File: src/rtl/batmon_pkg.sv
package batmon_pkg;
  localparam int CNT_W  = 16;
  localparam int NUM_CH = 2;
  localparam int CH_UV  = 0;
  localparam int CH_OV  = 1;

  typedef logic [CNT_W-1:0] cnt_t;

  // Count one more high cycle, holding at the top value.
  function automatic cnt_t sat_inc(input cnt_t c);
    if (c == {CNT_W{1'b1}}) return c;
    return c + cnt_t'(1);
  endfunction

  // The input has been high long enough once the count reaches the length.
  function automatic logic len_met(input cnt_t c, input cnt_t len);
    return (c >= len);
  endfunction
endpackage

File: src/rtl/batmon_sync.sv
module batmon_sync #(
  parameter int STAGES = 2
) (
  input  logic clk,
  input  logic rst_n,
  input  logic raw_i,
  output logic sync_o
);
  logic [STAGES-1:0] chain_q;

  generate
    for (genvar s = 0; s < STAGES; s++) begin : g_stage
      if (s == 0) begin : g_first
        always_ff @(posedge clk or negedge rst_n)
          if (!rst_n) chain_q[0] <= 1'b0;
          else        chain_q[0] <= raw_i;
      end else begin : g_next
        always_ff @(posedge clk or negedge rst_n)
          if (!rst_n) chain_q[s] <= 1'b0;
          else        chain_q[s] <= chain_q[s-1];
      end
    end
  endgenerate

  assign sync_o = chain_q[STAGES-1];

  generate
    if (STAGES == 2) begin : g_chk
      AST_TWO_FLOP_DELAY: assert property (@(posedge clk) disable iff (!rst_n)
        ($past(rst_n) && $past(rst_n, 2)) |-> (sync_o == $past(raw_i, 2)));
    end
  endgenerate
endmodule

File: src/rtl/batmon_filter.sv
module batmon_filter
  import batmon_pkg::*;
(
  input  logic clk,
  input  logic rst_n,
  input  logic level_i,
  input  cnt_t len_i,
  output logic qual_o
);
  cnt_t cnt_q;

  always_ff @(posedge clk or negedge rst_n)
    if (!rst_n)        cnt_q <= '0;
    else if (!level_i) cnt_q <= '0;
    else               cnt_q <= sat_inc(cnt_q);

  assign qual_o = level_i && len_met(cnt_q, len_i);

  AST_QUAL_HOLDS: assert property (@(posedge clk) disable iff (!rst_n)
    qual_o |=> (qual_o || !level_i || (len_i != $past(len_i))));
  AST_NO_EARLY_QUAL: assert property (@(posedge clk) disable iff (!rst_n)
    (qual_o && (len_i != '0)) |-> $past(level_i));
  AST_LOW_DROPS: assert property (@(posedge clk) disable iff (!rst_n)
    !level_i |-> !qual_o);
  AST_ZERO_LEN_FOLLOWS: assert property (@(posedge clk) disable iff (!rst_n)
    (len_i == '0) |-> (qual_o == level_i));
endmodule

File: src/rtl/batmon_flag.sv
module batmon_flag #(
  parameter int NUM_CH = 2
) (
  input  logic              clk,
  input  logic              rst_n,
  input  logic [NUM_CH-1:0] qual_i,
  input  logic              clr_i,
  output logic              flag_o,
  output logic              set_evt_o
);
  logic [NUM_CH-1:0] qual_d;
  logic [NUM_CH-1:0] rise;

  always_ff @(posedge clk or negedge rst_n)
    if (!rst_n) qual_d <= '0;
    else        qual_d <= qual_i;

  assign rise      = qual_i & ~qual_d;
  assign set_evt_o = |rise;

  always_ff @(posedge clk or negedge rst_n)
    if (!rst_n)         flag_o <= 1'b0;
    else if (set_evt_o) flag_o <= 1'b1;
    else if (clr_i)     flag_o <= 1'b0;

  AST_FLAG_SETS: assert property (@(posedge clk) disable iff (!rst_n)
    set_evt_o |=> flag_o);
  AST_FLAG_CLEARS: assert property (@(posedge clk) disable iff (!rst_n)
    (clr_i && !set_evt_o) |=> !flag_o);
  AST_FLAG_STICKY: assert property (@(posedge clk) disable iff (!rst_n)
    (flag_o && !clr_i) |=> flag_o);
  AST_FLAG_NEEDS_RISE: assert property (@(posedge clk) disable iff (!rst_n)
    $rose(flag_o) |-> $past(set_evt_o));
endmodule

File: src/rtl/batt_fault_monitor.sv
module batt_fault_monitor
  import batmon_pkg::*;
#(
  parameter int SYNC_STAGES = 2
) (
  input  logic             clk,
  input  logic             rst_n,
  input  logic             uv_raw,
  input  logic             ov_raw,
  input  logic [CNT_W-1:0] uv_len,
  input  logic [CNT_W-1:0] ov_len,
  input  logic             flag_clr,
  output logic             fault_flag,
  output logic             uv_qual,
  output logic             ov_qual
);
  logic [NUM_CH-1:0] raw_vec;
  logic [NUM_CH-1:0] sync_vec;
  logic [NUM_CH-1:0] qual_vec;
  cnt_t              len_vec [NUM_CH];
  logic              set_evt;

  assign raw_vec[CH_UV] = uv_raw;
  assign raw_vec[CH_OV] = ov_raw;
  assign len_vec[CH_UV] = uv_len;
  assign len_vec[CH_OV] = ov_len;

  generate
    for (genvar c = 0; c < NUM_CH; c++) begin : g_ch
      batmon_sync #(.STAGES(SYNC_STAGES)) u_sync (
        .clk    (clk),
        .rst_n  (rst_n),
        .raw_i  (raw_vec[c]),
        .sync_o (sync_vec[c])
      );
      batmon_filter u_filt (
        .clk     (clk),
        .rst_n   (rst_n),
        .level_i (sync_vec[c]),
        .len_i   (len_vec[c]),
        .qual_o  (qual_vec[c])
      );
    end
  endgenerate

  batmon_flag #(.NUM_CH(NUM_CH)) u_flag (
    .clk       (clk),
    .rst_n     (rst_n),
    .qual_i    (qual_vec),
    .clr_i     (flag_clr),
    .flag_o    (fault_flag),
    .set_evt_o (set_evt)
  );

  assign uv_qual = qual_vec[CH_UV];
  assign ov_qual = qual_vec[CH_OV];

  AST_RESET_QUIET: assert property (@(posedge clk)
    !rst_n |-> (!fault_flag && !uv_qual && !ov_qual));
  AST_PATHS_APART: assert property (@(posedge clk) disable iff (!rst_n)
    (uv_qual && !$past(uv_qual) && !ov_raw && !$past(ov_raw) && !$past(ov_raw, 2))
      |-> !ov_qual);
endmodule

File: config.mk
export PLATFORM = sky130hd
export DESIGN_NAME = batt_fault_monitor
export DESIGN_NICKNAME = d
export VERILOG_FILES = /design/src/rtl/batmon_pkg.sv /design/src/rtl/batmon_sync.sv /design/src/rtl/batmon_filter.sv /design/src/rtl/batmon_flag.sv /design/src/rtl/batt_fault_monitor.sv
export SDC_FILE = /design/constraint.sdc
export NUM_CORES = 1
export LEC_CHECK = 0
export BUFFER_PORTS_ARGS = -buffer_cell sky130_fd_sc_hd__buf_2
export CAP_MARGIN = 15
export CELL_PAD_IN_SITES_DETAIL_PLACEMENT = 1
export CELL_PAD_IN_SITES_GLOBAL_PLACEMENT = 2
export CORE_MARGIN = 10
export CORE_UTILIZATION = 36
export CTS_BUF_LIST = sky130_fd_sc_hd__clkbuf_2
export DETAILED_ROUTE_END_ITERATION = 16
export GPL_TIMING_DRIVEN = 1
export HOLD_SLACK_MARGIN = 0.02
export PLACE_DENSITY_LB_ADDON = 0.1
export SLEW_MARGIN = 20
export SYNTH_ARGS = -nofsm -noshare
export SYNTH_HDL_FRONTEND = slang
export SYNTH_HIERARCHICAL = 1
export SYNTH_SLANG_ARGS = --single-unit
File: constraint.sdc
create_clock -name clk -period 2.7 [get_ports clk]
set_input_delay 0.54 -clock clk [delete_from_list [all_inputs] [get_ports clk]]
set_output_delay 0.54 -clock clk [all_outputs]
set_load 0.05 [all_outputs]
* After elaboration in Yosys (flattened, before gate mapping)
Index checks and enable logic that the tools add are counted.
Word-level totals: output and inout port bits 3, register bits 39, logic and storage cells 32, input port bits 37
Cells by class: bitwise logic cells 2, equality and inequality tests 4, multiplexer cells 10, reductions and logical operators 4, add/sub/neg operators 2, magnitude comparators 2
Operators by type and width (number):
- 2-to-1 mux 16 bit | 4
- adder 16 x 1 -> 16 bit (second input constant) | 2
- == test 16 bit (second input constant) | 2
- greater-or-equal comparator 16 bit | 2
- 2-to-1 mux 1 bit | 6
- != test 3 bit (second input constant) | 2
- AND 2 bit | 1
- logical AND 1 bit | 2
- NOT 2 bit | 1
- nonzero test 2 bit | 1
- OR reduction 2 bit | 1

* Longest topological paths before layout
depth after elaboration 5, depth in mapped cells 8, depth with buffers taken out 8

* By module
Netlist, hierarchy kept.
By module, submodules not included:
- batmon_filter (g_ch[1].u_filt) | cells each 140, times used 1, sequential area each 400.4 um^2, area an instance 1241.2 um^2
- batmon_filter (g_ch[0].u_filt) | cells each 140, times used 1, sequential area each 400.4 um^2, area an instance 1229.9 um^2
- batmon_flag | cells each 8, times used 1, sequential area each 75.1 um^2, area an instance 110.1 um^2
- batmon_sync | cells each 2, times used 2, sequential area each 50.0 um^2, area an instance 50.0 um^2

* Least setup slack after synthesis
No wires, ideal clock.
path type in2out, from input ov_len[9], to output ov_qual, data required time 2160 ps, path buffers 0, arrival time 2069 ps, cell stages on the path 6, path slack 91 ps, cell sequence inv_1 ha_1 a21oi_1 o21ai_0 o2111ai_1 o22ai_1
On the way: cells in the longest elaborated chain, start to end 2
Ends and longest elaborated chain:
- from (decl) | line batt_fault_monitor.sv:11 | input logic [CNT_W-1:0] ov_len,
- greater-or-equal comparator 16 bit | line batmon_pkg.sv:17 | return (c >= len);
- logical AND 1 bit | line batmon_filter.sv:17 | assign qual_o = level_i && len_met(cnt_q, len_i);
- to (decl) | line batt_fault_monitor.sv:15 | output logic ov_qual
Every way passes these cells.

* Worst setup path after layout
from register g_ch[0].u_filt.cnt_q[1], to output uv_qual
On the way: cells in the longest elaborated chain, start to end 2
Ends and longest elaborated chain:
- from (decl) | line batmon_filter.sv:10 | cnt_t cnt_q;
- from (signal assigned) | line batmon_filter.sv:15 | else cnt_q <= sat_inc(cnt_q);
- greater-or-equal comparator 16 bit | line batmon_pkg.sv:17
- logical AND 1 bit | line batmon_filter.sv:17
- to (decl) | line batt_fault_monitor.sv:14 | output logic uv_qual,
Every way passes these cells.

==> metrics.md <==
| Metric | Value |
|---|---|
| Status | finished, violations left |
| Failing checks | negative setup slack |
| Core area | 7250 um^2 |
| Final WS setup | -37.4 ps |
| Die area | 11300 um^2 |
| Final ANT Viol Nets | 0 |
| Max Buffers Root-to-Sink | 2 |
| Largest net degree at the start of global routing | 40 |
| Area post-placement | 3030 um^2 |
| Finished Layout Cells | 468 |
| I/O Buffers | 39 |
| Vias in the first global route | 2620 |
| Final Max Tran Viols | 0 |
| Leakage | 0.00174 uW |
| Syn-to-layout area delta | 27.7% |
| Pre-Repair DR Iteration Count | 3 |
| Drt wl/cell | 15.5 um |
| Most common cell after layout, fill and taps aside | inv_1 |
| HP Class | input port to asynchronous set/reset pin |
| Root Buffer | clkbuf_2 |
| Hold Vio Cnt, Final | 0 |
| Clock share of power | 31.6% |
| RSZ-0062 raised after global routing | true |
| Slew HR | 40.4% |
| Worst r2r path cells | 19 |
| GRT Util Overall | 13.2% |
| DRC | 0 |
| Post-synthesis cell count | 291 |
| Sw Share | 26.3% |
| H-tree lvl count | 2 |
| Die height | 106 um |
| Clock Skew | 13.6 ps |
| Initial antenna violation count | 0 |
| Layout cells sized above 1 | 27.6% |
| P_int | 839 uW |
| Fmax | 365 MHz |
| Comb power frac | 15.1% |
| Critical setup path kind | flop to primary output |
| Clock-pin slew on the worst setup and hold paths | 220 ps |
| Max-cap violations | 0 |
| Crit share post-route | 101% |
| Power Dens Cells | 333 nW/um^2 |
| CTS tree | yes |
| Hold_buf cts | 0 |
| Die width | 106 um |
| Final setup fails | 2 |
| Most frequent cells in the layout | 40 x inv_1, 37 x buf_2, 35 x dfrtp_1 |
| Vias post-DR | 2433 |
| Slew @ Worst Pin | 894 ps |
| Clk sinks | 39 |
| Yosys warnings | 6 |
| Dpl cells | 431 |
| Total grt overflow | 0 |
| Switch Pwr | 300 uW |
| Row cnt | 31 |
| Syn Area/Cell | 9.19 um^2 |
| Synthesized net count | 362 |
| Crit path time final | 2740 ps |
| Final HPWL DP | 5.24 mm |
| Nets | 439 |
| Starting Density | 36.9% |
| Ports | 40 |
| Worst setup EP type | primary output |
| Post-Syn Area | 2680 um^2 |
| Top fanout value on the critical path | 5 |
| Total wire length | 7.27 mm |
| Cell area after layout | 3420 um^2 |
| First-pass GRT wire length | 12.5 mm |
| Critical Path RT | 2160 ps |
| VDD IR max | 0.000225 V |
| Flop pwr share | 53.3% |
| Final core utilization | 47.1% |
| Hold_ws | 221 ps |
| Drt first-iter violations | 34 |
| Skew-Pair Late Insertion Delay | 400 ps |
| Startpoint Class | flop |
| WP data arrival | 2200 ps |
| Placer Congestion | 0.759 |
| CTS Buf Count | 5 |
| Number of diodes | 0 |
| Detail-routed via count per cell | 5.20 |
[worst max-delay path: stages (launching register included)]
cell and delay [ps]:
dfrtp_1 480, ha_1 300, a2111o_1 440, a311oi_2 230
o22ai_1 130, buf_4 220
[flip-flops by register name (all words and copies together), names as in the netlist]
name	flops
g_ch.u_filt/cnt_q	32
g_ch.u_sync/chain_q	2
g_ch.u_sync/sync_o	2
u_flag/flag_o	1
u_flag/qual_d	2
[power groups by stage]
stage	logic [uW]	registers, uW	clock network [uW]
after floorplan	61.5	614	0
after global placement	113	618	0
after detailed placement	118	619	0
after CTS	162	607	377
after global routing	196	609	402
final	172	607	360
[path summary, 6_finish.rpt]
path | startpoint | to | slack (ps)
worst min-delay path | rst_n | g_ch[0].u_filt/cnt_q[4] | 220
max in group asynchronous | rst_n | g_ch[1].u_filt/cnt_q[9] | 1850
min in group clk | uv_raw | g_ch[0].u_sync/chain_q[0] | 230
worst min register to register | g_ch[1].u_sync/chain_q[0] | g_ch[1].u_sync/sync_o | 370
worst max-delay path | g_ch[0].u_filt/cnt_q[1] | uv_qual | -40
worst max register to register | g_ch[1].u_filt/cnt_q[0] | g_ch[1].u_filt/cnt_q[0] | 60
[timing repair]
action                     4_1_cts  5_1_grt
setup endpoints to repair        2        3
pin swaps                        6        4
resized for setup               12       12
setup buffers                   25        5
[stage by stage]
step | total power (uW) | worst slack (ps) | setup TNS [ps]
floorplan | 675 | 91.0 | 0
global placement | 731 | -43.5 | -43.5
detailed placement | 736 | -44.2 | -70.7
CTS | 1150 | -95.3 | -183
global route | 1210 | -191 | -345
finish | 1140 | -37.4 | -62.9
[metal layers]
layer / GRT usage, % / wire, um / share of wire [%]
met5: 0 / 0 / 0
met4: 3.77 / 102 / 1.4
met3: 2.72 / 241 / 3.3
met2: 23.4 / 3640 / 50
met1: 15.7 / 3280 / 45
[final cells by class]
type	instances	area, um^2
Sequential cell	39	981
Tap cell	99	124
Inverter	42	158
Clock inverter	3	38.8
Fill cell	895	3840
Clock buffer	5	25.0
Multi-Input combinational cell	203	1580
Timing Repair Buffer	77	508
Note: power is estimated with default switching activity, not from simulation.
